[config.mk]
export PLATFORM = sky130hd
export DESIGN_NAME = vol_seq
export DESIGN_NICKNAME = d
export VERILOG_FILES = /design/src/rtl/vol_seq_pkg.sv /design/src/rtl/vol_tick_gen.sv /design/src/rtl/vol_chan_ctrl.sv /design/src/rtl/vol_scale_sat.sv /design/src/rtl/vol_seq.sv
export SDC_FILE = /design/constraint.sdc
export NUM_CORES = 2
export LEC_CHECK = 0
export BUFFER_PORTS_ARGS = -buffer_cell sky130_fd_sc_hd__buf_2
export CAP_MARGIN = 20
export CORE_AREA = 3 3 417 419
export CTS_CLUSTER_DIAMETER = 80
export CTS_CLUSTER_SIZE = 14
export DETAILED_ROUTE_END_ITERATION = 8
export DIE_AREA = 0 0 420 422
export GPL_TIMING_DRIVEN = 0
export PLACE_DENSITY = 0.5
export SYNTH_ARGS = -nofsm -noshare
export SYNTH_HDL_FRONTEND = slang
export SYNTH_HIERARCHICAL = 1
export SYNTH_SLANG_ARGS = --single-unit
[constraint.sdc]
create_clock -name clk -period 12.7 [get_ports clk]
set_input_delay 0.635 -clock clk [delete_from_list [all_inputs] [get_ports clk]]
set_output_delay 0.635 -clock clk [all_outputs]
set_load 0.03 [all_outputs]
[src/rtl/vol_seq_pkg.sv]
package vol_seq_pkg;
  localparam int SW   = 24;  // sample width
  localparam int CW   = 6;   // attenuation code width
  localparam int GW   = 17;  // gain width, unity = 2**FRAC
  localparam int FRAC = 16;
  localparam int PW   = SW + GW + 1;

  localparam logic signed [SW-1:0] S_MAX = {1'b0, {(SW-1){1'b1}}};
  localparam logic signed [SW-1:0] S_MIN = {1'b1, {(SW-1){1'b0}}};

  typedef enum logic [1:0] {
    POL_NOW  = 2'b00,
    POL_ZC   = 2'b01,
    POL_RAMP = 2'b10,
    POL_BOTH = 2'b11
  } policy_e;

  // Eighth-octave mantissa, then shift by whole octaves.
  function automatic logic [GW-1:0] gain_of(input logic [CW-1:0] code);
    logic [GW-1:0] base;
    case (code[2:0])
      3'd0: base = 17'd65536;
      3'd1: base = 17'd60097;
      3'd2: base = 17'd55109;
      3'd3: base = 17'd50535;
      3'd4: base = 17'd46341;
      3'd5: base = 17'd42495;
      3'd6: base = 17'd38968;
      default: base = 17'd35734;
    endcase
    return base >> code[CW-1:3];
  endfunction

  function automatic logic signed [SW-1:0] scale_sat(input logic signed [SW-1:0] s,
                                                     input logic [GW-1:0] g);
    logic signed [PW-1:0] a, b, p, r;
    a = PW'(s);
    b = PW'({1'b0, g});
    p = a * b + (PW'(1) <<< (FRAC - 1));
    r = p >>> FRAC;
    if (r > PW'(S_MAX))      return S_MAX;
    else if (r < PW'(S_MIN)) return S_MIN;
    else                     return r[SW-1:0];
  endfunction

  function automatic logic signed [SW-1:0] neg_sat(input logic signed [SW-1:0] x);
    return (x == S_MIN) ? S_MAX : -x;
  endfunction
endpackage

[src/rtl/vol_tick_gen.sv]
module vol_tick_gen #(
  parameter int RAMP_DIV = 8
) (
  input  logic clk,
  input  logic rst_n,
  input  logic strobe,
  output logic tick
);
  localparam int DW = (RAMP_DIV > 1) ? $clog2(RAMP_DIV) : 1;
  logic [DW-1:0] cnt_q;

  assign tick = strobe && (cnt_q == DW'(RAMP_DIV - 1));

  always_ff @(posedge clk) begin
    if (!rst_n)      cnt_q <= '0;
    else if (tick)   cnt_q <= '0;
    else if (strobe) cnt_q <= cnt_q + DW'(1);
  end
endmodule

[src/rtl/vol_chan_ctrl.sv]
module vol_chan_ctrl
  import vol_seq_pkg::*;
#(
  parameter int TIMEOUT = 1024
) (
  input  logic                 clk,
  input  logic                 rst_n,
  input  logic                 strobe,
  input  logic signed [SW-1:0] sample,
  input  logic [CW-1:0]        target,
  input  logic [1:0]           policy,
  input  logic                 tick,
  output logic [CW-1:0]        nxt_code,
  output logic                 zc,
  output logic                 to_hit
);
  localparam int TW = $clog2(TIMEOUT);

  logic [CW-1:0] code_q, tgt_q, step_val;
  logic [TW-1:0] cnt_q;
  logic          prev_neg_q, armed_q, load, want, changed;

  assign load     = (target != tgt_q);
  assign zc       = (sample == '0) || (sample[SW-1] != prev_neg_q);
  assign to_hit   = !load && (cnt_q == TW'(TIMEOUT - 1));
  assign want     = (target != code_q);
  assign step_val = (code_q < target) ? code_q + CW'(1) : code_q - CW'(1);

  always_comb begin
    nxt_code = code_q;
    case (policy_e'(policy))
      POL_NOW:  nxt_code = target;
      POL_ZC:   if (zc || to_hit) nxt_code = target;
      POL_RAMP: if (tick && want) nxt_code = step_val;
      default:  if ((tick || armed_q) && want && (zc || to_hit)) nxt_code = step_val;
    endcase
  end

  assign changed = (nxt_code != code_q);

  always_ff @(posedge clk) begin
    if (!rst_n) begin
      code_q     <= '0;
      tgt_q      <= '0;
      cnt_q      <= '0;
      prev_neg_q <= 1'b0;
      armed_q    <= 1'b0;
    end else if (strobe) begin
      code_q     <= nxt_code;
      tgt_q      <= target;
      prev_neg_q <= sample[SW-1];
      armed_q    <= (policy == POL_BOTH) && (tick || armed_q) && !changed && want;
      if (load || changed)                 cnt_q <= '0;
      else if (cnt_q != TW'(TIMEOUT - 1))  cnt_q <= cnt_q + TW'(1);
    end
  end

  AST_IMMEDIATE_APPLY: assert property (@(posedge clk) disable iff (!rst_n)
    strobe && policy == POL_NOW |=> code_q == $past(target)) else $error("immediate");
  AST_ZC_GATED: assert property (@(posedge clk) disable iff (!rst_n)
    strobe && policy == POL_ZC && !zc && !to_hit |=> $stable(code_q)) else $error("zc gate");
  AST_RAMP_ONE_STEP: assert property (@(posedge clk) disable iff (!rst_n)
    strobe && policy[1] |=> (code_q == $past(code_q)) || (code_q == $past(code_q) + CW'(1))
                            || (code_q == $past(code_q) - CW'(1))) else $error("ramp step");
  AST_BOTH_NEEDS_EDGE: assert property (@(posedge clk) disable iff (!rst_n)
    strobe && policy == POL_BOTH && !zc && !to_hit |=> $stable(code_q)) else $error("both gate");
  AST_IDLE_HOLD: assert property (@(posedge clk) disable iff (!rst_n)
    !strobe |=> $stable(code_q) && $stable(cnt_q) && $stable(armed_q)) else $error("idle");
endmodule

[src/rtl/vol_scale_sat.sv]
module vol_scale_sat
  import vol_seq_pkg::*;
(
  input  logic signed [SW-1:0] sample,
  input  logic [CW-1:0]        code,
  input  logic                 invert,
  output logic signed [SW-1:0] result
);
  logic signed [SW-1:0] scaled;

  assign scaled = scale_sat(sample, gain_of(code));
  assign result = invert ? neg_sat(scaled) : scaled;
endmodule

[src/rtl/vol_seq.sv]
module vol_seq
  import vol_seq_pkg::*;
#(
  parameter int TIMEOUT  = 1024,
  parameter int RAMP_DIV = 8,
  parameter int NCH      = 2
) (
  input  logic          clk,
  input  logic          rst_n,
  input  logic          in_valid,
  input  logic [SW-1:0] in_l,
  input  logic [SW-1:0] in_r,
  input  logic [CW-1:0] atten_l,
  input  logic [CW-1:0] atten_r,
  input  logic [1:0]    mode,
  input  logic          invert,
  output logic          out_valid,
  output logic [SW-1:0] out_l,
  output logic [SW-1:0] out_r
);
  logic                 tick;
  logic [1:0]           policy_q;
  logic signed [SW-1:0] samp   [NCH];
  logic [CW-1:0]        tgt    [NCH];
  logic [CW-1:0]        code_n [NCH];
  logic signed [SW-1:0] res    [NCH];
  logic [NCH-1:0]       zc_w, to_w;

  assign samp[0] = in_l;
  assign samp[1] = in_r;
  assign tgt[0]  = atten_l;
  assign tgt[1]  = atten_r;

  always_ff @(posedge clk) begin
    if (!rst_n)        policy_q <= POL_BOTH;
    else if (in_valid) policy_q <= mode;
  end

  vol_tick_gen #(.RAMP_DIV(RAMP_DIV)) u_tick (
    .clk(clk), .rst_n(rst_n), .strobe(in_valid), .tick(tick)
  );

  for (genvar ch = 0; ch < NCH; ch++) begin : g_ch
    vol_chan_ctrl #(.TIMEOUT(TIMEOUT)) u_ctrl (
      .clk(clk), .rst_n(rst_n), .strobe(in_valid), .sample(samp[ch]),
      .target(tgt[ch]), .policy(policy_q), .tick(tick),
      .nxt_code(code_n[ch]), .zc(zc_w[ch]), .to_hit(to_w[ch])
    );
    vol_scale_sat u_scale (
      .sample(samp[ch]), .code(code_n[ch]), .invert(invert), .result(res[ch])
    );
  end

  always_ff @(posedge clk) begin
    if (!rst_n) begin
      out_valid <= 1'b0;
      out_l     <= '0;
      out_r     <= '0;
    end else begin
      out_valid <= in_valid;
      if (in_valid) begin
        out_l <= res[0];
        out_r <= res[1];
      end
    end
  end

  AST_OUT_FOLLOWS: assert property (@(posedge clk) disable iff (!rst_n)
    in_valid |=> out_valid) else $error("out_valid");
  AST_NO_IDLE_OUT: assert property (@(posedge clk) disable iff (!rst_n)
    !in_valid |=> !out_valid && $stable(out_l) && $stable(out_r)) else $error("idle out");
  AST_INV_NO_WRAP: assert property (@(posedge clk) disable iff (!rst_n)
    in_valid && invert |=> out_l != S_MIN && out_r != S_MIN) else $error("wrap");
  AST_POLICY_RESET: assert property (@(posedge clk)
    !rst_n |=> policy_q == POL_BOTH) else $error("policy reset");
endmodule

==> out/summary.log <==
[synth] syn avg cell area 8.42 um^2
[synth] library cell occupying the most area in the post-synthesis netlist sky130_fd_sc_hd__fa_1
[synth] post-synthesis share of cell area spent on full adders, half adders and majority gates 45.9%
[floorplan] Cell Rows 152
[synth] combinational family with the most area after synthesis adder cells
[grt] global routing usage summed across all routing layers 16.6%
[placement] placed inst area 0.0460 mm^2
[grt] global-route wire length before repair 228 mm
[layout] area of combinational cells with multiple inputs 0.0374 mm^2
[clock_tree] Max clock buf depth 2
[routing] initial detailed-routing violation count 2526
[worst_hold_path] worst min-delay path category flip-flop to flip-flop
[synth] primary flip-flop cell chosen by synthesis mapping sky130_fd_sc_hd__dfxtp_1
[flow_run] max-capacitance violation count 0
[layout] area growth from synthesis to layout 16.0%
[clock_tree] TritonCTS clock tree yes
[timing] Period Utilization, post-route 96.9%
[synth] synthesized net count 6190
[synth] largest cells by area after synthesis sky130_fd_sc_hd__fa_1, sky130_fd_sc_hd__inv_1, sky130_fd_sc_hd__ha_1, sky130_fd_sc_hd__and2_1, sky130_fd_sc_hd__dfxtp_1
[setup_path] required time at the worst-slack endpoint 13.00 ns
[timing] final worst slack 0.393 ns
[setup_path] kind of launch point of the worst setup path primary input
[setup_path] Max Fanout on Critical Path 10
[grt] M1 GR Usage 21.6%
[synth] multiplexer area fraction after synthesis 2.66%
[setup_path] crit path max-delay cell type sky130_fd_sc_hd__fa_2
[timing] Setup violations, final 0
[timing] Final TNS setup 0 ns
[layout] Layout fillers 18400
[synth] fraction of synthesis flops using an asynchronous set or reset pin 0%
[placement] Placement Setup Slack -3.33 ns
[placement] Placed Cells 7402
[routing] Remaining DRCs 0
[routing] DR WL/cell 19.5 um
[routing] residual antenna-violating net count after detailed routing 0
[floorplan] Core Box Area 0.171 mm^2
[clock_tree] clock latency on the worst-skew pair 0.42 ns
[timing] fmax 81.3 MHz
[timing] RSZ-0062 raised after global routing yes
[routing] drt total wl 147 mm
[floorplan] full die area 0.177 mm^2
[timing] Post-Route Skew 0.0160 ns
[floorplan] initial standard-cell utilization of the core 24.9%
[clock_tree] number of sinks handled by clock tree synthesis 102
[setup_path] nature of the critical path endpoint flip-flop
[setup_path] most frequent CP cell sky130_fd_sc_hd__buf_4
[timing] final count of hold timing violations 0
[floorplan] number of top-level pins 115
[synth] part of the Yosys area used for sequential elements 4.80%
[synth] number of warning messages in the yosys log 6
[placement] placed wire-length estimate after detailed placement 122 mm
[floorplan] Die Y-Extent 422 um
[layout] final standard cell count with taps included and fillers excluded 7526
[setup_path] data arrival time of the worst path 12.61 ns
[timing] Slew Limit Fails 0
[clock_tree] number of buffers inserted during clock tree synthesis 9
[grt] overflow left after global routing 0
[placement] input/output buffers 114
[layout] combined flip-flop and latch cell area 0.00206 mm^2
[routing] router iterations before antenna repair 6
[routing] mean number of vias per cell 4.81
[synth] XOR/XNOR Fraction of Synth Area 1.94%
[synth] Synth cell types 130
[grt] maximum number of pins on one net before global-route repair 23
[routing] total via count in the routed design 36200
[synth] number of cells produced by synthesis 5046
[grt] busiest layer in global routing met2
[grt] met3 layer usage reported by global route 1.71%
[timing] Worst slew margin 26.2%
[synth] synthesized-area fraction occupied by ao, oa, aoi and oai cells 12.9%
[clock_tree] cell chosen for the clock root sky130_fd_sc_hd__clkbuf_16
[synth] EDFF count, synth 0
[grt] met2 demand-to-capacity share in global routing 28.2%
[synth] leading cell type by number of instances after synthesis sky130_fd_sc_hd__inv_1
[synth] count of state elements after synthesis 102
[synth] most frequent cells after synthesis sky130_fd_sc_hd__inv_1, sky130_fd_sc_hd__fa_1, sky130_fd_sc_hd__nand2_1
[timing] Tightest Pin Transition 1.10 ns
[floorplan] width of the chip 420 um
[setup_path] stage delay of the slowest cell on the critical path 0.62 ns
[layout] layout cells sized above 1 14.6%
[synth] post-synthesis share of cell area spent on and, or, nand and nor gates 20.7%
[layout] final instance area 0.0493 mm^2
[grt] antenna violations before repair 17
[layout] Nets 6424
[setup_path] kind of critical path primary input to flip-flop
[synth] area share of the largest cell type after synthesis 37.8%
[grt] vias in the first global route 37900
[synth] synthesized cell area 0.0425 mm^2
[timing] Min Clock Period, post-route 12.31 ns
[clock_tree] maximum level of the CTS H-tree 3
[clock_tree] register clock-pin slew on the reported worst setup and hold paths 0.08 ns
[status] run status finished clean
[placement] final weighted congestion in routability-driven placement 0.911
-- cell families after synthesis --
group | count (synthesis)
xor gates and xnor gates | 91
DFF | 102
and+or+nand+nor | 1660
muxes | 112
AOI/OAI and AO/OA | 799
buffers and inverters | 1203
adders and majority gates | 1079
-- routing by layer --
metal / part of all wire (%) / routed length, um
met5: 0 / 0
met4: 4.1 / 6010
met3: 4.3 / 6300
met2: 49 / 71500
met1: 43 / 63200
-- area by class of cell --
cell class / instances / share of cell area [%]
multi-input cells: 3741 / 75.7
plain buffers: 225 / 3.18
repair buffers: 250 / 3.34
flip-flops and latches: 102 / 4.17
diodes: 8 / 0.0406
clock inverters: 6 / 0.137
well taps: 2233 / 5.66
inverters: 951 / 7.26
clock buffers: 10 / 0.464
-- critical path: cells and delay by family --
family	cells	cell delay, ns
adder cells (fa/ha/maj)	10	4.30
XOR/XNOR	1	0.19
multiplexers	3	0.73
AO/OA/AOI/OAI	16	3.51
AND/OR/NAND/NOR	7	1.04
buffers and inverters	16	2.14
-- metrics by stage --
stage               util, %  hold slack [ns]
finish                 28.9            0.475
global route           28.8            0.491
CTS                    27.9            0.473
detailed placement     26.9            0.463
global placement       26.8            0.459
floorplan                 -            0.443
-- layout by cell type, fill, tap and decap left out, types with 21 or more instances in the layout --
cell type and instances:
sky130_fd_sc_hd__nor2b_1 117, sky130_fd_sc_hd__nor4_1 23, sky130_fd_sc_hd__fa_1 780, sky130_fd_sc_hd__buf_4 157, sky130_fd_sc_hd__o211ai_1 30, sky130_fd_sc_hd__buf_2 134
sky130_fd_sc_hd__mux2i_1 95, sky130_fd_sc_hd__dfxtp_1 91, sky130_fd_sc_hd__o21ai_1 29, sky130_fd_sc_hd__and3_1 23, sky130_fd_sc_hd__a21oi_2 39, sky130_fd_sc_hd__inv_1 937
sky130_fd_sc_hd__nor3_1 52, sky130_fd_sc_hd__nand3_1 65, sky130_fd_sc_hd__and2_1 481, sky130_fd_sc_hd__nand4_1 50, sky130_fd_sc_hd__xnor2_1 65, sky130_fd_sc_hd__fa_2 22
sky130_fd_sc_hd__a21oi_1 160, sky130_fd_sc_hd__clkbuf_1 85, sky130_fd_sc_hd__clkbuf_4 27, sky130_fd_sc_hd__nand2_1 506, sky130_fd_sc_hd__nand2b_1 30, sky130_fd_sc_hd__o21a_1 25
sky130_fd_sc_hd__buf_6 21, sky130_fd_sc_hd__a31oi_1 28, sky130_fd_sc_hd__ha_4 25, sky130_fd_sc_hd__a21o_1 40, sky130_fd_sc_hd__ha_1 231, sky130_fd_sc_hd__o21ai_0 120
sky130_fd_sc_hd__nor2_1 156
-- registers in the layout, indices dropped and copies added, names as in the netlist --
signal / cells
g_ch.u_ctrl/armed_q: 2
g_ch.u_ctrl/cnt_q: 20
g_ch.u_ctrl/code_q: 12
g_ch.u_ctrl/prev_neg_q: 2
g_ch.u_ctrl/tgt_q: 12
out_l: 24
out_r: 24
out_valid: 1
policy_q: 2
u_tick/cnt_q: 3
-- what timing repair did --
item / CTS / global route
cloned: 0 / 2
hold buffers: 0 / 0
pin swaps: 32 / 78
endpoints found under the setup margin: 48 / 48
buffers inserted: 52 / 73
resized for setup: 339 / 343
hold endpoints to repair: 0 / 0
-- worst paths after layout --
path                                          startpoint                       to  slack [ns]  cells after the start
worst min register to register   g_ch[0].u_ctrl/cnt_q[1]  g_ch[0].u_ctrl/cnt_q[1]        0.48                      2
worst max register to register  g_ch[0].u_ctrl/code_q[4]                out_l[22]        0.43                     51
worst max-delay path                          atten_l[4]                out_l[22]        0.39                     53
worst min-delay path             g_ch[0].u_ctrl/cnt_q[1]  g_ch[0].u_ctrl/cnt_q[1]        0.48                      2
Power is not shown: default switching activity piles up to over one toggle a cycle in this logic, so the estimate is an artifact.
